**src/rtl/gbx_pkg.sv**
```systemverilog
package gbx_pkg;
  typedef enum logic {
    GBX_PACK   = 1'b0,
    GBX_UNPACK = 1'b1
  } gbx_mode_e;
endpackage

```
**src/rtl/gbx_queue.sv**
```systemverilog
module gbx_queue #(
  parameter int W     = 16,
  parameter int DEPTH = 4,
  localparam int AW   = (DEPTH > 1) ? $clog2(DEPTH) : 1,
  localparam int LW   = $clog2(DEPTH + 1)
) (
  input  logic          clk,
  input  logic          rst,
  input  logic          push,
  input  logic [W-1:0]  push_data,
  input  logic          pop,
  output logic [W-1:0]  pop_data,
  output logic          full,
  output logic          empty,
  output logic [LW-1:0] level
);
  logic [W-1:0]  mem [DEPTH];
  logic [AW-1:0] wr_q, rd_q;
  logic [LW-1:0] lvl_q;
  logic          do_push, do_pop;

  assign full     = (lvl_q == LW'(DEPTH));
  assign empty    = (lvl_q == '0);
  assign do_push  = push && !full;
  assign do_pop   = pop && !empty;
  assign pop_data = mem[rd_q];
  assign level    = lvl_q;

  function automatic logic [AW-1:0] bump(input logic [AW-1:0] p);
    return (p == AW'(DEPTH - 1)) ? '0 : p + AW'(1);
  endfunction

  always_ff @(posedge clk) begin
    if (rst) begin
      wr_q  <= '0;
      rd_q  <= '0;
      lvl_q <= '0;
    end else begin
      if (do_push) wr_q <= bump(wr_q);
      if (do_pop)  rd_q <= bump(rd_q);
      lvl_q <= lvl_q + LW'(do_push) - LW'(do_pop);
    end
  end

  always_ff @(posedge clk) begin
    if (do_push) mem[wr_q] <= push_data;
  end
endmodule

```
**src/rtl/gbx_pack.sv**
```systemverilog
module gbx_pack #(
  parameter int W  = 16,
  parameter int N  = 4,
  localparam int CW = $clog2(N + 1)
) (
  input  logic           clk,
  input  logic           rst,
  input  logic           src_valid,
  input  logic [W-1:0]   src_data,
  output logic           src_take,
  output logic           out_valid,
  input  logic           out_ready,
  output logic [W*N-1:0] out_data
);
  logic [CW-1:0]  cnt_q;
  logic [CW-1:0]  slot;
  logic [W*N-1:0] acc_q;
  logic           group_done, drain;

  assign group_done = (cnt_q == CW'(N));
  assign drain      = group_done && out_ready;
  assign src_take   = src_valid && (!group_done || out_ready);
  assign slot       = drain ? '0 : cnt_q;
  assign out_valid  = group_done;
  assign out_data   = acc_q;

  always_ff @(posedge clk) begin
    if (rst) begin
      cnt_q <= '0;
    end else if (drain && src_take) begin
      cnt_q <= CW'(1);
    end else if (drain) begin
      cnt_q <= '0;
    end else if (src_take) begin
      cnt_q <= cnt_q + CW'(1);
    end
  end

  always_ff @(posedge clk) begin
    for (int i = 0; i < N; i++) begin
      if (src_take && slot == CW'(i)) acc_q[i*W +: W] <= src_data;
    end
  end
endmodule

```
**src/rtl/gbx_unpack.sv**
```systemverilog
module gbx_unpack #(
  parameter int W  = 16,
  parameter int N  = 4,
  localparam int SW = W / N,
  localparam int IW = (N > 1) ? $clog2(N) : 1
) (
  input  logic          clk,
  input  logic          rst,
  input  logic          src_valid,
  input  logic [W-1:0]  src_data,
  output logic          src_take,
  output logic          out_valid,
  input  logic          out_ready,
  output logic [SW-1:0] out_data
);
  logic          have_q;
  logic [IW-1:0] idx_q;
  logic [W-1:0]  hold_q;
  logic          fire, last;

  assign fire      = have_q && out_ready;
  assign last      = (idx_q == IW'(N - 1));
  assign src_take  = src_valid && (!have_q || (fire && last));
  assign out_valid = have_q;

  always_ff @(posedge clk) begin
    if (rst) begin
      have_q <= 1'b0;
      idx_q  <= '0;
    end else if (src_take) begin
      have_q <= 1'b1;
      idx_q  <= '0;
    end else if (fire) begin
      if (last) begin
        have_q <= 1'b0;
        idx_q  <= '0;
      end else begin
        idx_q  <= idx_q + IW'(1);
      end
    end
  end

  always_ff @(posedge clk) begin
    if (src_take) hold_q <= src_data;
  end

  always_comb begin
    out_data = '0;
    for (int i = 0; i < N; i++) begin
      if (idx_q == IW'(i)) out_data = hold_q[i*SW +: SW];
    end
  end
endmodule

```
**src/rtl/gearbox_buf.sv**
```systemverilog
module gearbox_buf #(
  parameter int W     = 16,
  parameter int N     = 4,
  parameter int DEPTH = 4,
  parameter gbx_pkg::gbx_mode_e MODE = gbx_pkg::GBX_PACK
) (
  input  logic clk,
  input  logic rst,
  input  logic in_valid,
  output logic in_ready,
  input  logic [W-1:0] in_data,
  output logic out_valid,
  input  logic out_ready,
  output logic [((MODE == gbx_pkg::GBX_PACK) ? W*N : W/N)-1:0] out_data
);
  localparam int OUT_W = (MODE == gbx_pkg::GBX_PACK) ? W*N : W/N;
  localparam int LVL_W = $clog2(DEPTH + 1);

  logic             q_full, q_empty, q_pop;
  logic [W-1:0]     q_data;
  logic [LVL_W-1:0] q_level;

  assign in_ready = !q_full;

  gbx_queue #(.W(W), .DEPTH(DEPTH)) u_queue (
    .clk       (clk),
    .rst       (rst),
    .push      (in_valid),
    .push_data (in_data),
    .pop       (q_pop),
    .pop_data  (q_data),
    .full      (q_full),
    .empty     (q_empty),
    .level     (q_level)
  );

  generate
    if (MODE == gbx_pkg::GBX_PACK) begin : g_pack
      gbx_pack #(.W(W), .N(N)) u_shape (
        .clk       (clk),
        .rst       (rst),
        .src_valid (!q_empty),
        .src_data  (q_data),
        .src_take  (q_pop),
        .out_valid (out_valid),
        .out_ready (out_ready),
        .out_data  (out_data)
      );
    end else begin : g_unpack
      gbx_unpack #(.W(W), .N(N)) u_shape (
        .clk       (clk),
        .rst       (rst),
        .src_valid (!q_empty),
        .src_data  (q_data),
        .src_take  (q_pop),
        .out_valid (out_valid),
        .out_ready (out_ready),
        .out_data  (out_data)
      );
    end
  endgenerate
endmodule

```
**config.mk**
```make
export PLATFORM = sky130hd
export DESIGN_NAME = gearbox_buf
export DESIGN_NICKNAME = d
export VERILOG_FILES = /design/src/rtl/gbx_pkg.sv /design/src/rtl/gbx_queue.sv /design/src/rtl/gbx_pack.sv /design/src/rtl/gbx_unpack.sv /design/src/rtl/gearbox_buf.sv
export SDC_FILE = /design/constraint.sdc
export NUM_CORES = 1
export LEC_CHECK = 0
export CORE_UTILIZATION = 45
export CTS_CLUSTER_SIZE = 8
export DETAILED_ROUTE_END_ITERATION = 8
export DONT_BUFFER_PORTS = 1
export PLACE_DENSITY_LB_ADDON = 0.12
export SYNTH_ARGS = -nofsm -noshare
export SYNTH_HDL_FRONTEND = slang
export SYNTH_SLANG_ARGS = --single-unit
```
**constraint.sdc**
```tcl
create_clock -name clk -period 9.3 [get_ports clk]
set_clock_uncertainty 0.05 [all_clocks]
set_input_delay 0.465 -clock clk [delete_from_list [all_inputs] [get_ports clk]]
set_output_delay 0.465 -clock clk [all_outputs]
set_load 0.01 [all_outputs]
```
After elaboration in Yosys (flattened, before gate mapping)
Memory sizes are Yosys's and may differ from the RTL's. A register that Yosys moved wholly into a read port is not among the register bits.
Cells that the tools add are included.
{"block": "op_classes", "addsub": 5, "eq_ne": 7, "n_mux": 10, "n_reduce_logical": 17}
{"cell": "$logic_and A1 B1 Y1", "n": 9}
{"cell": "$mux W2", "n": 4}
{"cell": "$eq A3 B2 Y1 const B", "n": 2}
{"cell": "$eq A3 B3 Y1 const B", "n": 2}
{"cell": "$logic_not A3 Y1", "n": 2}
{"cell": "$mux W1", "n": 5}
{"cell": "$add A2 B1 Y2 const B", "n": 2}
{"cell": "$eq A2 B2 Y1 const B", "n": 2}
{"cell": "$add A3 B1 Y3", "n": 1}
{"cell": "$add A3 B1 Y3 const B", "n": 1}
{"cell": "$eq A3 B1 Y1 const B", "n": 1}
{"cell": "$logic_not A1 Y1", "n": 3}
{"cell": "$mux W3", "n": 1}
{"cell": "$reduce_bool A3 Y1", "n": 1}
{"cell": "$reduce_or A3 Y1", "n": 1}
{"cell": "$sub A3 B1 Y3", "n": 1}
{"cell": "$logic_or A1 B1 Y1", "n": 1}
{"block": "word_totals", "register_bits": 74, "mem_bits_rw": 64, "in_bits": 20, "out_inout_bits": 66, "elab_cells": 49, "memories": 1}
{"name": "u_queue.mem", "depth": 4, "width": 16, "read_ports": 1, "rd_ports_with_merged_regs": 1, "wr": 1, "line_no": "gbx_queue.sv:17", "rtl": "logic [W-1:0] mem [DEPTH];"}

Longest topological paths before layout
{"block": "logic_depth", "depth_word": 7, "depth_mapped": 13, "depth_no_buf": 12}

Hierarchy
From an unflattened synthesis, not the netlist that was laid out.
{"block": "hier_totals", "cells_unflattened": 234, "area_unflattened_um2": 4998.5}
{"mod": "gbx_queue", "instances": 1, "cells_per_inst": 134, "area_each_um2": 2793.9, "seq_area_each_um2": 2102.0}
{"mod": "gbx_pack", "instances": 1, "cells_per_inst": 98, "area_each_um2": 2197.1, "seq_area_each_um2": 1981.9}
{"mod": "gearbox_buf", "instances": 1, "cells_per_inst": 2, "area_each_um2": 7.5, "seq_area_each_um2": 0.0}

Worst setup path after synthesis
No wires, ideal clock.
{"block": "synth_timing", "path_type": "reg2reg", "startpoint": "register g_pack.u_shape.cnt_q[0]", "endpoint": "register g_pack.u_shape.acc_q[0], in the netlist g_pack.u_shape.out_data[0], enable pin", "setup_time_ns": 0.478, "arrival_time_ns": 3.649, "required_ns": 8.772, "path_slack_ns": 5.123, "path_stages_with_launch": 6, "n_path_buf": 1, "synth_period_minus_slack_ns": 4.177, "path_cell_list": "dfxtp_1 > inv_1 > ha_1 > and3b_1 > clkbuf_2 > a2111oi_0"}
{"block": "synth_via", "elab_chain_len": 5}
{"item": "start, declared", "line_no": "gbx_pack.sv:15", "rtl": "logic [CW-1:0] cnt_q;"}
{"item": "start signal, assigned", "line_no": "gbx_pack.sv:35", "rtl": "cnt_q <= cnt_q + CW'(1);"}
{"item": "$eq A3 B3 Y1", "line_no": "gbx_pack.sv:20", "rtl": "assign group_done = (cnt_q == CW'(N));"}
{"item": "$logic_and A1 B1 Y1 or $logic_not A1 Y1 (tied branches)", "line_no": "gbx_pack.sv:21, gbx_pack.sv:22"}
{"item": "$mux W3 or $logic_or A1 B1 Y1 (tied branches)", "line_no": "gbx_pack.sv:23, gbx_pack.sv:22"}
{"item": "$logic_not A3 Y1 or $logic_and A1 B1 Y1 (tied branches)", "line_no": "gbx_pack.sv:41, gbx_pack.sv:22"}
{"item": "$logic_and A1 B1 Y1 (*)", "line_no": "gbx_pack.sv:41", "rtl": "if (src_take && slot == CW'(i)) acc_q[i*W +: W] <= src_data;"}
{"item": "end signal, assigned by index", "line_no": "gbx_pack.sv:41"}
{"item": "end, declared", "line_no": "gbx_pack.sv:17", "rtl": "logic [W*N-1:0] acc_q;"}
Every way passes the cells marked *; elsewhere a longest branch is shown, timed or not.
A chain may end at the register's enable or synchronous reset.

Final worst setup path
{"block": "layout_timing", "startpoint": "register g_pack.u_shape.cnt_q[0]", "endpoint": "register u_queue.lvl_q[2], in the netlist u_queue.level[2]"}
{"block": "layout_via", "elab_chain_len": 6}
{"item": "$eq A3 B3 Y1", "line_no": "gbx_pack.sv:20"}
{"item": "$logic_not A1 Y1", "line_no": "gbx_pack.sv:22", "rtl": "assign src_take = src_valid && (!group_done || out_ready);"}
{"item": "$logic_or A1 B1 Y1", "line_no": "gbx_pack.sv:22"}
{"item": "$logic_and A1 B1 Y1", "line_no": "gbx_pack.sv:22"}
{"item": "$logic_and A1 B1 Y1", "line_no": "gbx_queue.sv:25", "rtl": "assign do_pop = pop && !empty;"}
{"item": "$sub A3 B1 Y3", "line_no": "gbx_queue.sv:41", "rtl": "lvl_q <= lvl_q + LW'(do_push) - LW'(do_pop);"}
{"item": "end signal, assigned", "line_no": "gbx_queue.sv:41"}
{"item": "end, declared", "line_no": "gbx_queue.sv:19", "rtl": "logic [LW-1:0] lvl_q;"}
No other way between the ends.

==> impl_metrics.yaml <==
pwr:
  vdd_drop_max_v: 0.000152
  p_leak_nw: 1.96
  p_per_area_mw_per_mm2: 341
floorplan:
  rows: 37
  pin_count: 86
  coreArea_mm2: 0.0105
  die_x_um: 107
  initial_core_util_pct: 47.2
  die-area_mm2: 0.0114
  die_h_um: 107
yosys:
  synth_top_area_cell: "edfxtp_1"
  ys_ff_latch: 140
  synth_top_area_share_pct: 77.8
  synth_commonest_cells: "edfxtp_1 (128), mux4_2 (16), dfxtp_1 (12), inv_1 (10), ha_1 (9)"
  syn_area_per_cell_um2: 21.5
  async_flop_share_pct: 0
  syn-cell-area_mm2: 0.00494
  ys_types: 36
  synth_most_common_cell: "edfxtp_1"
  synth-seq-area-share_pct: 82.7
  yosys_most_used_dff: "edfxtp_1"
  yosys_warnings: 0
  syn_nets: 260
  synth_area_leaders: "edfxtp_1 (78%), mux4_2 (7.3%), dfxtp_1 (4.9%)"
  netlist_instances: 230
  synth_edf_count: 128
grt:
  grt_overflow_total: 0
  track_usage_pct: 15.8
  antenna_found_initial: 0
  grt_pass1_wl_um: 12700
  grt_max_degree: 17
  first_global_vias: 2227
sta:
  post-route-min-period_ps: 2650
  worstMarginPinSlew_ps: 908
  setup-tns-final_ps: 0
  rsz0062_at_grt: "false"
  slew-limit-headroom_pct: 39.5
  fin_crit_sh_pct: 28.5
  max_freq_mhz: 378
  drv_slew: 0
  hold_violations: 0
  finalSetupViolations: 0
run:
  maxCapViolCount: 0
drt:
  wirelength_um: 8320
  dr.pass1.iters: 4
  ant_nets: 0
  route.vias.total: 2208
  viasPerCell: 5.36
  drt_iter0_drc: 107
  drc: 0
  wl_per_cell_um: 20.2
cells_and_area:
  area_growth_pct: 18.8
  drive_above_1_share_pct: 21.0
  fillers: 808
  diodes: 0
  finalNetCount: 293
  fin_area_mm2: 0.00587
  final_cells: 412
cts:
  cts_resized: 0
  numCtsBuffers: 17
  clock_path_buffers: 2
  cts_tree: "yes"
  clkTransAtPathRegs_ps: 60
  cts_root_buffer: "clkbuf_8"
  cts_max_level: 4
  clkLatencyLatePin_ps: 510
  clkSinkCount: 140
  postCtsSetupBuffers: 0
critical_path:
  end_kind: "flip-flop"
  cp.arrival_ps: 3030
  crit_type: "reg -> reg"
  r2r_cells: 12
  critical_path_required_ps: 9690
  start_kind: "flip-flop"
  path_max_fanout: 7
placement:
  place_area_mm2: 0.00513
  dp_hpwl_um: 5240
  dp_cells: 363
  gp_congestion: 0.721
  io_buffers: 0
hold_path:
  hold_depth: 2
  min_path_type: "in -> reg"
outcome:
  status: "completed"
## final cells by class
class,count,area (um2),area share [%]
Clock buffer,17,414,7.06
Clock inverter,15,148,2.52
Inverter,10,37.5,0.640
Multi-Input combinational cell,71,798,13.6
Sequential cell,140,4080,69.6
Tap cell,136,170,2.90
Timing Repair Buffer,23,215,3.67
## worst paths after layout
| path | slack [ps] | end | start |
|---|---|---|---|
| max | 6650 | u_queue.level[2] | g_pack.u_shape.cnt_q[0] |
| min | 40 | u_queue.wr_q[0] | in_valid |
| max reg2reg | 6650 | u_queue.level[2] | g_pack.u_shape.cnt_q[0] |
| min reg2reg | 460 | u_queue.rd_q[1] | u_queue.rd_q[1] |
## layout by cell type, fill, tap and decap left out, types with 4 or more instances in the layout
master and count:
and3_1 4, buf_4 6, clkbuf_16 16, clkinvlp_4 4, dfxtp_1 12, dlygate4sd3_1 17
edfxtp_1 128, ha_1 9, inv_1 10, mux4_2 16, nand3_1 4
## flip-flops by register name, indices dropped and copies added, names as in the netlist, named ones only
register	flops
g_pack.u_shape.out_data	64
u_queue.mem	64
g_pack.u_shape.cnt_q	3
u_queue.level	3
u_queue.rd_q	2
u_queue.wr_q	2
## critical path, stage by stage (launching register included)
cell and delay (ps):
dfxtp_1 420, inv_1 130, ha_1 270, and3b_1 250
nor2_1 180, ha_1 250, inv_1 60, ha_1 130
inv_1 40, fa_1 360, xor2_1 160, and2_1 160
nor3_1 110
## where the power goes
group | switching (W) | internal [W]
sequential | 0.000121 | 0.000909
clock | 0.000250 | 0.000380
combinational | 0.000206 | 0.000133
total | 0.000576 | 0.00142
## through the flow
step / hold WS [ps] / total power (W) / utilization (%) / setup WS [ps]
floorplan: 422 / 0.00125 / - / 5120
global placement: 440 / 0.00137 / 49.1 / 6740
detailed placement: 440 / 0.00138 / 49.1 / 6650
CTS: 16.9 / 0.00202 / 56.1 / 6630
global route: 33.7 / 0.00209 / 56.1 / 6420
finish: 42.2 / 0.00200 / 56.1 / 6650
## repair_timing
action,4_1_cts,5_1_grt
endpoints found under the hold margin,74,0
endpoints found under the setup margin,0,0
hold buffers,17,0
## per-layer routing
layer,up-vias,routed length (um),track usage [%]
li1,983,-,-
met1,1117,3990,21.4
met2,97,3760,22.8
met3,11,469,6.08
met4,0,103,6.85
met5,-,0,0
## logic make-up (layout without fill, tap and decap cells)
kind of cell             Yosys count  count (layout)  share of synthesized area [%]
flip-flops                       140             140                           82.7
AND/OR/NAND/NOR                   31              31                           3.67
buffers and inverters             19              65                           1.67
multiplexers                      17              17                           7.50
AO/OA/AOI/OAI                     12              12                           1.62
adder cells (fa/ha/maj)           10              10                           2.68
XOR/XNOR                           1               1                          0.177
No activity file was read; power rests on OpenSTA's default activity.
